===== config.mk =====
export PLATFORM = sky130hd
export DESIGN_NAME = i2c_tx_slave
export DESIGN_NICKNAME = d
export VERILOG_FILES = /design/src/rtl/i2c_tx_pkg.sv /design/src/rtl/i2c_tx_datapath.sv /design/src/rtl/i2c_tx_ctrl.sv /design/src/rtl/i2c_tx_slave.sv
export SDC_FILE = /design/constraint.sdc
export NUM_CORES = 1
export LEC_CHECK = 0
export BUFFER_PORTS_ARGS = -buffer_cell sky130_fd_sc_hd__buf_2
export CAP_MARGIN = 20
export CORE_MARGIN = 2
export CORE_UTILIZATION = 47
export DETAILED_ROUTE_END_ITERATION = 7
export HOLD_SLACK_MARGIN = 0.08
export PLACE_DENSITY = 0.68
export SYNTH_ARGS = -nofsm -noshare
export SYNTH_HDL_FRONTEND = slang
export SYNTH_SLANG_ARGS = --single-unit

===== constraint.sdc =====
create_clock -name clk -period 2.3 [get_ports clk]
set_input_delay 0.115 -clock clk [delete_from_list [all_inputs] [get_ports clk]]
set_output_delay 0.115 -clock clk [all_outputs]
set_load 0.05 [all_outputs]

===== src/rtl/i2c_tx_pkg.sv =====
package i2c_tx_pkg;
  localparam int BYTE_W = 8;
  localparam int ADDR_W = 7;
  localparam int CNT_W  = $clog2(BYTE_W + 1);

  localparam logic [BYTE_W-1:0] STS_ADDR_ACKED  = 8'hA8;
  localparam logic [BYTE_W-1:0] STS_BYTE_ACKED  = 8'hB8;
  localparam logic [BYTE_W-1:0] STS_BYTE_NACKED = 8'hC0;
  localparam logic [BYTE_W-1:0] STS_LAST_ACKED  = 8'hC8;
  localparam logic [BYTE_W-1:0] STS_NO_INFO     = 8'hF8;
  localparam logic [BYTE_W-1:0] STS_BUS_ERROR   = 8'h00;

  typedef enum logic [2:0] {
    S_IDLE, S_ADDR, S_AACK, S_TX, S_TACK, S_HOLD, S_ERR
  } fsm_e;

  // strobes from control to datapath
  typedef struct packed {
    logic loadShift;
    logic shiftTx;
    logic shiftRx;
    logic clrCnt;
  } strobe_t;

  // bus events and datapath state seen by control
  typedef struct packed {
    logic start;
    logic stop;
    logic sclRise;
    logic sclFall;
    logic sdaNow;
    logic cntFull;
    logic addrHit;
    logic rdBit;
    logic txBit;
  } busev_t;
endpackage


===== src/rtl/i2c_tx_datapath.sv =====
module i2c_tx_datapath
  import i2c_tx_pkg::*;
#(
  parameter logic [ADDR_W-1:0] OWN_ADDR    = 7'h5A,
  parameter int                SYNC_STAGES = 2
) (
  input  logic              clk,
  input  logic              rstN,
  input  logic              sclIn,
  input  logic              sdaIn,
  input  logic              dataWe,
  input  logic [BYTE_W-1:0] dataIn,
  input  strobe_t           strb,
  output busev_t            ev
);
  logic [SYNC_STAGES-1:0] sclSync, sdaSync;
  logic sclPrev, sdaPrev, sclNow, sdaNow;
  logic [BYTE_W-1:0] shiftReg, dataReg;
  logic [CNT_W-1:0]  bitCnt;

  assign sclNow = sclSync[SYNC_STAGES-1];
  assign sdaNow = sdaSync[SYNC_STAGES-1];

  always_ff @(posedge clk or negedge rstN) begin
    if (!rstN) begin
      sclSync <= '1;
      sdaSync <= '1;
      sclPrev <= 1'b1;
      sdaPrev <= 1'b1;
    end else begin
      sclSync[0] <= sclIn;
      sdaSync[0] <= sdaIn;
      for (int i = 1; i < SYNC_STAGES; i++) begin
        sclSync[i] <= sclSync[i-1];
        sdaSync[i] <= sdaSync[i-1];
      end
      sclPrev <= sclNow;
      sdaPrev <= sdaNow;
    end
  end

  always_ff @(posedge clk or negedge rstN) begin
    if (!rstN) begin
      shiftReg <= '1;
      dataReg  <= '0;
      bitCnt   <= '0;
    end else begin
      if (dataWe) dataReg <= dataIn;
      if (strb.clrCnt) bitCnt <= '0;
      else if (strb.shiftRx || strb.shiftTx) bitCnt <= bitCnt + 1'b1;
      if (strb.loadShift) shiftReg <= dataReg;
      else if (strb.shiftRx) shiftReg <= {shiftReg[BYTE_W-2:0], sdaNow};
      else if (strb.shiftTx) shiftReg <= {shiftReg[BYTE_W-2:0], 1'b1};
    end
  end

  always_comb begin
    ev.start   = sclNow && sclPrev && sdaPrev && !sdaNow;
    ev.stop    = sclNow && sclPrev && !sdaPrev && sdaNow;
    ev.sclRise = sclNow && !sclPrev;
    ev.sclFall = !sclNow && sclPrev;
    ev.sdaNow  = sdaNow;
    ev.cntFull = (bitCnt == CNT_W'(BYTE_W));
    ev.addrHit = (shiftReg[BYTE_W-1 -: ADDR_W] == OWN_ADDR);
    ev.rdBit   = shiftReg[0];
    ev.txBit   = shiftReg[BYTE_W-1];
  end
endmodule


===== src/rtl/i2c_tx_ctrl.sv =====
module i2c_tx_ctrl
  import i2c_tx_pkg::*;
(
  input  logic              clk,
  input  logic              rstN,
  input  busev_t            ev,
  input  logic              ctrlWe,
  input  logic              ctrlAckEn,
  input  logic              ctrlStop,
  input  logic              ctrlIntClr,
  output strobe_t           strb,
  output logic              sdaOe,
  output logic              sclOe,
  output logic              ackEnQ,
  output logic              stopQ,
  output logic [BYTE_W-1:0] statusQ,
  output logic              intFlag
);
  fsm_e state, stateN;
  logic [BYTE_W-1:0] statusR, statusN;
  logic flagQ, flagN, ackEnN, stopN, lastQ, lastN, ackRcvQ, ackRcvN, goTxQ, goTxN;
  logic clrEv, busy;

  always_comb begin
    stateN  = state;
    statusN = statusR;
    flagN   = flagQ;
    ackEnN  = ackEnQ;
    stopN   = stopQ;
    lastN   = lastQ;
    ackRcvN = ackRcvQ;
    goTxN   = goTxQ;
    strb    = '0;
    clrEv   = ctrlWe && ctrlIntClr && flagQ;
    busy    = (state == S_ADDR) || (state == S_AACK) || (state == S_TX) || (state == S_TACK);
    if (ctrlWe) begin
      ackEnN = ctrlAckEn;
      stopN  = ctrlStop;
    end
    if (busy && (ev.start || ev.stop)) begin
      stateN  = S_ERR;
      statusN = STS_BUS_ERROR;
      flagN   = 1'b1;
    end else begin
      case (state)
        S_IDLE: if (ev.start) begin
          stateN = S_ADDR;
          strb.clrCnt = 1'b1;
        end
        S_ADDR: begin
          if (ev.cntFull) begin
            if (!(ev.addrHit && ev.rdBit && ackEnQ)) stateN = S_IDLE;
            else if (ev.sclFall) stateN = S_AACK;
          end else if (ev.sclRise) begin
            strb.shiftRx = 1'b1;
          end
        end
        S_AACK: if (ev.sclFall) begin
          stateN  = S_HOLD;
          statusN = STS_ADDR_ACKED;
          flagN   = 1'b1;
          goTxN   = 1'b1;
        end
        S_TX: begin
          if (ev.cntFull) stateN = S_TACK;
          else if (ev.sclFall) strb.shiftTx = 1'b1;
        end
        S_TACK: begin
          if (ev.sclRise) ackRcvN = !ev.sdaNow;
          if (ev.sclFall) begin
            stateN  = S_HOLD;
            flagN   = 1'b1;
            statusN = !ackRcvQ ? STS_BYTE_NACKED : (lastQ ? STS_LAST_ACKED : STS_BYTE_ACKED);
            goTxN   = ackRcvQ && !lastQ;
          end
        end
        S_HOLD: if (clrEv) begin
          flagN = 1'b0;
          if (ctrlStop) begin
            stateN = S_IDLE;
            stopN  = 1'b0;
          end else if (goTxQ) begin
            stateN         = S_TX;
            strb.loadShift = 1'b1;
            strb.clrCnt    = 1'b1;
            lastN          = !ctrlAckEn;
          end else begin
            stateN = S_IDLE;
          end
        end
        S_ERR: if (clrEv && ctrlStop) begin
          flagN  = 1'b0;
          stateN = S_IDLE;
          stopN  = 1'b0;
        end
        default: stateN = S_IDLE;
      endcase
    end
  end

  always_ff @(posedge clk or negedge rstN) begin
    if (!rstN) begin
      state   <= S_IDLE;
      statusR <= STS_NO_INFO;
      flagQ   <= 1'b0;
      ackEnQ  <= 1'b0;
      stopQ   <= 1'b0;
      lastQ   <= 1'b0;
      ackRcvQ <= 1'b0;
      goTxQ   <= 1'b0;
    end else begin
      state   <= stateN;
      statusR <= statusN;
      flagQ   <= flagN;
      ackEnQ  <= ackEnN;
      stopQ   <= stopN;
      lastQ   <= lastN;
      ackRcvQ <= ackRcvN;
      goTxQ   <= goTxN;
    end
  end

  assign intFlag = flagQ;
  assign sclOe   = flagQ;
  assign statusQ = flagQ ? statusR : STS_NO_INFO;
  assign sdaOe   = (state == S_AACK) || ((state == S_TX) && !ev.txBit);
endmodule


===== src/rtl/i2c_tx_slave.sv =====
module i2c_tx_slave
  import i2c_tx_pkg::*;
#(
  parameter logic [ADDR_W-1:0] OWN_ADDR    = 7'h5A,
  parameter int                SYNC_STAGES = 2
) (
  input  logic              clk,
  input  logic              rstN,
  input  logic              sclIn,
  input  logic              sdaIn,
  output logic              sclOe,
  output logic              sdaOe,
  input  logic              dataWe,
  input  logic [BYTE_W-1:0] dataIn,
  input  logic              ctrlWe,
  input  logic              ctrlAckEn,
  input  logic              ctrlStop,
  input  logic              ctrlIntClr,
  output logic              ackEnQ,
  output logic              stopQ,
  output logic [BYTE_W-1:0] statusQ,
  output logic              intFlag
);
  strobe_t strb;
  busev_t  ev;

  i2c_tx_datapath #(.OWN_ADDR(OWN_ADDR), .SYNC_STAGES(SYNC_STAGES)) dp_i (
    .clk(clk), .rstN(rstN), .sclIn(sclIn), .sdaIn(sdaIn),
    .dataWe(dataWe), .dataIn(dataIn), .strb(strb), .ev(ev)
  );

  i2c_tx_ctrl ctl_i (
    .clk(clk), .rstN(rstN), .ev(ev),
    .ctrlWe(ctrlWe), .ctrlAckEn(ctrlAckEn), .ctrlStop(ctrlStop), .ctrlIntClr(ctrlIntClr),
    .strb(strb), .sdaOe(sdaOe), .sclOe(sclOe), .ackEnQ(ackEnQ), .stopQ(stopQ),
    .statusQ(statusQ), .intFlag(intFlag)
  );
endmodule


==> out/metrics.yaml, run 1 <==
path_common_cell: "nor2_1"
pwr-share-seq: 0.374
nNetsFinal: 260
holdWs_ns: 0.0808
numCtsBuffers: 5
ant_nets: 0
dieArea_um2: 4970
wl_um: 4140
cts_tree: "yes"
ys_types: 46
postCtsHoldBufs: 13
powerDensity_nw_per_um2: 1230
setup_tns_ns: 0
fp.dieW_um: 70.5
power_mw: 3.05
final-hold-violation-count: 0
timing.reg2reg.setup_slack_ns: 0.22
clock_sinks: 40
crit_type: "flip-flop to flip-flop"
rows: 24
async_flop_share: 1.00
seq_area_frac_synth: 0.493
syn-instance-count: 203
status: "complete, no violations"
tightest_slew_ns: 0.857
end_kind: "flip-flop"
synth_warnings: 0
fmax_mhz: 482
grt_pass1_vias: 1552
fin_crit_sh: 0.902
drt-vias-per-instance: 5.45
cpMaxStageDelayCell: "dfstp_2"
area_delta_synth_final_pct: 19.4
fin_area_um2: 2480
place_worst_setup_slack_ns: 0.241
setup_viol: 0
synth_seq_cells: 40
layout_common_cells: "26 x buf_2, 21 x dfrtp_1, 19 x dfstp_2, 17 x nand2_1, 13 x dlygate4sd3_1"
rsz0062_at_grt: "no"
postSynthAreaPerCell_um2: 10.2
p_leak_nw: 1.11
final_layout_size_suffix_gt1_frac: 0.293
p_switching_mw: 1.27
placed_area_um2: 2240
synth_top_flop_cell: "dfrtp_1"
relSlewSlack: 0.429
track_usage: 0.188
arrival_ns: 2.25
fin_skew_ns: 0.00694
grt_pass1_wl_um: 7270
cts_resized: 0
drc: 0
irDropWorstVdd_uv: 580
cap_violations: 0
layout_commonest_cell: "buf_2"
crit_path_max_incr_delay_ns: 0.66
p_int_mw: 1.79
wl_per_cell_um: 14.1
fin_crit_ns: 2.08
n_antenna_cell: 0
start_util: 0.484
htreeDepth: 2
io_buffers: 26
p_clk_frac: 0.195
cts_buffer_depth: 2
core_area_um2: 4290
cts_root_buf: "clkbuf_8"
slew_violations: 0
cp_max_fo: 13
crit_required_ns: 2.47
grt_overflow: 0
dr.pass1.iters: 4
antenna_found_initial: 0
grt_start_max_net_pins: 41
setup_ws_ns: 0.225
path_cells: "or3b_1 -> a2111o_1 -> buf_4 -> nor2_1 -> xnor2_1 -> nor2_1"
die_y_um: 70.5
critPathLaunchType: "flip-flop"
num_vias: 1602
synth_area_um2: 2080
place_hpwl_um: 2860
synth_edf_count: 0
p_sw_frac: 0.415
gp_congestion: 0.847
combPwrFrac: 0.431
clk_latency_ns: 0.30
ioPinCount: 30
path_clk_slew_ns: 0.09
hold_path.class: "input pin to flip-flop"
drt_iter0_markers: 95
post_cts_buffers: 0
==> area by class of cell <==
type	instances	area, um2
tap	52	65.1
fill	376	1810
timing repair buffer	45	305
multi-input combinational	140	940
sequential	40	1020
clock buffer	5	68.8
inverter	9	33.8
clock inverter	3	46.3
==> worst max-delay path: cells and delay by family, from the launching register on <==
kind	cells	cell delay (ns)
xor gates and xnor gates	1	0.13
DFF	1	0.66
AOI/OAI and AO/OA	1	0.45
and+or+nand+nor	3	0.53
buffers and inverters	1	0.18
==> per-layer routing <==
metal  wire length (um)  track usage  up-vias  part of all wire
met5                  0            0        -                 0
met4                 50       0.0726        0             0.012
met3                216       0.0606        4             0.052
met2               1870        0.278       41              0.45
met1               2000        0.258      762              0.48
li1                   -            -      795                 -
==> state kept, by name, summed over array words and instances, names as in the netlist <==
name           flops
ctl_i.stopQ        1
dp_i.shiftReg      8
dp_i.sclSync       2
dp_i.sdaSync       2
ctl_i.intFlag      1
ctl_i.goTxQ        1
dp_i.dataReg       8
ctl_i.statusR      5
ctl_i.lastQ        1
ctl_i.ackEnQ       1
dp_i.sdaPrev       1
dp_i.bitCnt        4
dp_i.sclPrev       1
ctl_i.state        3
ctl_i.ackRcvQ      1
==> cells in the mapped netlist, drive strengths merged, types with 3 or more instances <==
library cell,instances,area (um2)
nand3,6,30.0
nor2,11,41.3
buf,10,66.3
a21oi,6,30.0
a211oi,3,22.5
nand2b,8,50.1
mux2,11,124
clkbuf,6,22.5
o21ai,15,75.1
a21o,3,22.5
mux2i,9,90.1
dfrtp,21,526
or3,3,18.8
nor2b,4,25.0
o31ai,4,30.0
nand2,17,63.8
xnor2,3,26.3
dfstp,19,499
nand4,3,18.8
o211ai,3,22.5
inv,9,33.8
==> metrics by stage <==
stage	cells	util
6_report	294	0.578
5_1_grt	294	0.578
4_1_cts	294	0.578
3_5_place_dp	273	0.521
3_3_place_gp	273	0.521
2_1_floorplan	205	-
==> power by group through the flow <==
stage	Combinational (mW)	Sequential, mW	Clock [mW]
after detailed placement	1.30	1.15	0
after global routing	1.44	1.18	0.650
after global placement	1.29	1.15	0
after floorplan	1.06	1.11	0
final	1.32	1.14	0.595
after CTS	1.32	1.14	0.609
==> worst paths after layout <==
check	start	endpoint	cells past startpoint
worst min-delay path	ctrlWe	ctl_i.stopQ	2
min in group asynchronous	rstN	dp_i.dataReg[2]	2
worst max register to register	dp_i.sclSync[1]	dp_i.bitCnt[2]	6
worst max-delay path	dp_i.sclSync[1]	dp_i.bitCnt[2]	6
max in group asynchronous	rstN	dp_i.dataReg[1]	2
worst min register to register	dp_i.sdaSync[0]	dp_i.sdaSync[1]	0
==> cell families (layout without fill, tap and decap cells) <==
| group | after synthesis | in the layout | synth area share |
|---|---|---|---|
| other | 1 | 3 | 0.00180 |
| buffers and inverters | 25 | 62 | 0.0590 |
| adder cells (fa/ha/maj) | 2 | 2 | 0.0120 |
| AO/OA/AOI/OAI | 46 | 46 | 0.146 |
| AND/OR/NAND/NOR | 64 | 64 | 0.165 |
| XOR/XNOR | 5 | 5 | 0.0211 |
| flip-flops | 40 | 40 | 0.493 |
| multiplexers | 20 | 20 | 0.103 |
No activity file was read; power rests on OpenSTA's default activity.
==> run 2: changes to the inputs <==
--- a/config.mk
+++ b/config.mk
@@ -5,6 +5,7 @@
 export SDC_FILE = /design/constraint.sdc
 export NUM_CORES = 1
 export LEC_CHECK = 0
+export ABC_AREA = 1
 export BUFFER_PORTS_ARGS = -buffer_cell sky130_fd_sc_hd__buf_2
 export CAP_MARGIN = 20
 export CORE_MARGIN = 2
@@ -12,6 +13,7 @@
 export DETAILED_ROUTE_END_ITERATION = 7
 export HOLD_SLACK_MARGIN = 0.08
 export PLACE_DENSITY = 0.68
+export SETUP_SLACK_MARGIN = 0.02
 export SYNTH_ARGS = -nofsm -noshare
 export SYNTH_HDL_FRONTEND = slang
 export SYNTH_SLANG_ARGS = --single-unit
==> run 2 against run 1 <==
Compared with the run above: synthesized cell count rose by 15%; global-route usage fell by 1.0 points; count of clock-buffer cells in the layout rose by 2; critical endpoint is now dp_i.bitCnt[3]; clock skew rose by 0.0033 ns; synthesized area fell by 0.36%; clock power fell by 26%; final cell count rose by 11%; critical path type unchanged; sequential share of layout area rose by 1.2 points; register-to-register slack improved by 0.42 ns; sequential power barely moved; setup slack improved by 0.42 ns; wire length fell by 5.4%.
==> out/metrics.yaml, run 2 <==
status: "complete, no violations"
yosysTopAreaCell: "dfrtp_1"
synth_simple_gate_area_share: 0.226
wl_per_cell_um: 12.0
die_y_um: 70.4
timing.reg2reg.setup_slack_ns: 0.64
final_core_util: 0.563
cap_violations: 0
worstHoldStart: "ctrlWe"
drc: 0
cts_tree: "yes"
reg2reg_depth: 7
fp.dieW_um: 70.4
postSynthAreaPerCell_um2: 8.89
ioPinCount: 30
gp_congestion: 0.833
reg2reg_from: "ctl_i.intFlag"
dp_cells: 306
synth_xor_area_frac: 0.00423
irDropWorstVdd_uv: 480
synth_area_leaders: "dfrtp_1 25%, dfstp_2 24%, nand2_1 8.0%"
min_to: "ctl_i.ackEnQ"
n_antenna_cell: 0
num_vias: 1625
slew_violations: 0
synthMuxAreaShare: 0.0320
fmax_mhz: 604
dr.pass1.iters: 4
path_cells: "nand3_1 -> nor3_2 -> nand2_2 -> o21ai_1 -> inv_1 -> nand3_1 -> o21ai_0"
setup_viol: 0
numCtsBuffers: 5
area_delta_synth_final_pct: 16.6
dieArea_um2: 4960
place_worst_setup_slack_ns: 0.641
drt-vias-per-instance: 4.98
powerDensity_nw_per_um2: 1180
ys_types: 34
hold_depth: 2
grt_pass1_wl_um: 6840
synth_most_common_cell: "nand2_1"
crit_type: "flip-flop to flip-flop"
synth_top_flop_cell: "dfrtp_1"
yosysTopAreaCellShare: 0.254
drt_iter0_markers: 56
synth_seq_cells: 40
core_area_um2: 4290
clock_sinks: 40
layout_commonest_cell: "nand2_1"
path_common_cell: "nand3_1"
finalNonFillerCells: 326
start_util: 0.483
path_clk_slew_ns: 0.08
layout_common_cells: "44 x nand2_1, 35 x inv_1, 26 x buf_2, 21 x dfrtp_1, 19 x dfstp_2"
synthTopCellsByCount: "44 x nand2_1, 35 x inv_1, 21 x dfrtp_1, 19 x dfstp_2, 18 x o21ai_0"
place_hpwl_um: 2800
async_flop_share: 1.00
grt_overflow: 0
clk_latency_ns: 0.29
fin_crit_ns: 1.66
grt_pass1_vias: 1543
p_leak_nw: 1.18
seq_area_frac_synth: 0.495
synth_edf_count: 0
synth_area_um2: 2070
setup_ws_ns: 0.643
tightest_slew_ns: 0.875
relSlewSlack: 0.417
grt_start_max_net_pins: 41
hold_path.class: "input pin to flip-flop"
cp_max_fo: 19
power_mw: 2.85
synth_top_family_by_area: "simple AND/OR/NAND/NOR gates"
rows: 24
rsz0062_at_grt: "no"
synth_compound_area_frac: 0.129
io_buffers: 26
arrival_ns: 1.83
cts_root_buf: "clkbuf_8"
rr_endpoint: "dp_i.bitCnt[3]"
crit_required_ns: 2.47
placed_area_um2: 2210
final_layout_size_suffix_gt1_frac: 0.314
wl_um: 3910
nNetsFinal: 292
syn-instance-count: 233
htreeDepth: 2
crit_path_max_incr_delay_ns: 0.49
end_kind: "flip-flop"
track_usage: 0.178
cts_buffer_depth: 2
final-hold-violation-count: 0
synth_warnings: 0
fillCellCount: 405
synth_fa_ha_area_frac: 0.0121
fin_area_um2: 2420
critPathLaunchType: "flip-flop"
reg.largest.list: "dp_i.dataReg x8, dp_i.shiftReg x8, ctl_i.statusR x5"
cpMaxStageDelayCell: "dfrtp_1"
fin_skew_ns: 0.0102
antenna_found_initial: 0
holdWs_ns: 0.117
setup_tns_ns: 0
fin_crit_sh: 0.720
ant_nets: 0
==> run 2: cell types whose count changed in the layout (fill, tap and decap cells not counted), sizes merged, moves of 4 or more <==
cell,delta
buf,-6
inv,+29
mux2,-6
mux2i,-8
nand2,+38
nand2b,-8
nand3,+12
nor2,+4
nor2b,-4
o21ai,+13
o31ai,-4
==> run 2: what timing repair did <==
action	CTS	global route
resized for setup	0	0
buffers inserted	0	0
hold buffers	12	0
endpoints found under the hold margin	33	0
==> run 2: where the power goes <==
group / internal, mW / leakage (nW) / switching, mW / total (mW)
Sequential: 0.990 / 0.456 / 0.171 / 1.16
Combinational: 0.389 / 0.682 / 0.863 / 1.25
Clock: 0.213 / 0.0422 / 0.228 / 0.441
==> run 2: how the worst max path moves through the flow <==
stage	endpoint	startpoint	cells past startpoint	slack [ns]
after global placement	dp_i.bitCnt[1]	ctl_i.state[1]	8	0.69
after CTS	dp_i.bitCnt[3]	ctl_i.intFlag	7	0.61
final	dp_i.bitCnt[3]	ctl_i.intFlag	7	0.64
after floorplan	dp_i.shiftReg[6]	ctl_i.intFlag	6	0.65
after detailed placement	dp_i.bitCnt[3]	ctl_i.intFlag	7	0.64
after global routing	dp_i.bitCnt[3]	ctl_i.intFlag	7	0.45
==> run 2: logic make-up (layout without fill, tap and decap cells) <==
group	after synthesis	count (layout)
DFF	40	40
buffers and inverters	46	85
AOI/OAI and AO/OA	44	44
adders and majority gates	2	2
other	1	3
muxes	6	6
and+or+nand+nor	93	93
xor gates and xnor gates	1	1
==> run 2: cell type report <==
type,count,area (um2),area share
well taps,52,65.1,0.0269
clock buffers,7,76.3,0.0316
multi-input cells,149,846,0.350
inverters,39,149,0.0616
flip-flops and latches,40,1020,0.424
repair buffers,38,250,0.104
clock inverters,1,5.00,0.00207
==> run 2: critical path: cells and delay by family (launching register included) <==
family | cells | cell delay [ns]
buffers and inverters | 1 | 0.09
DFF | 1 | 0.49
and+or+nand+nor | 4 | 0.71
AOI/OAI and AO/OA | 2 | 0.24
==> run 2: layer usage <==
| layer | vias to the layer above | track usage | wire (um) |
|---|---|---|---|
| met2 | 34 | 0.275 | 1810 |
| met1 | 759 | 0.231 | 1870 |
| li1 | 826 | - | - |
| met5 | - | 0 | 0 |
| met4 | 0 | 0.0662 | 64 |
| met3 | 6 | 0.0606 | 169 |
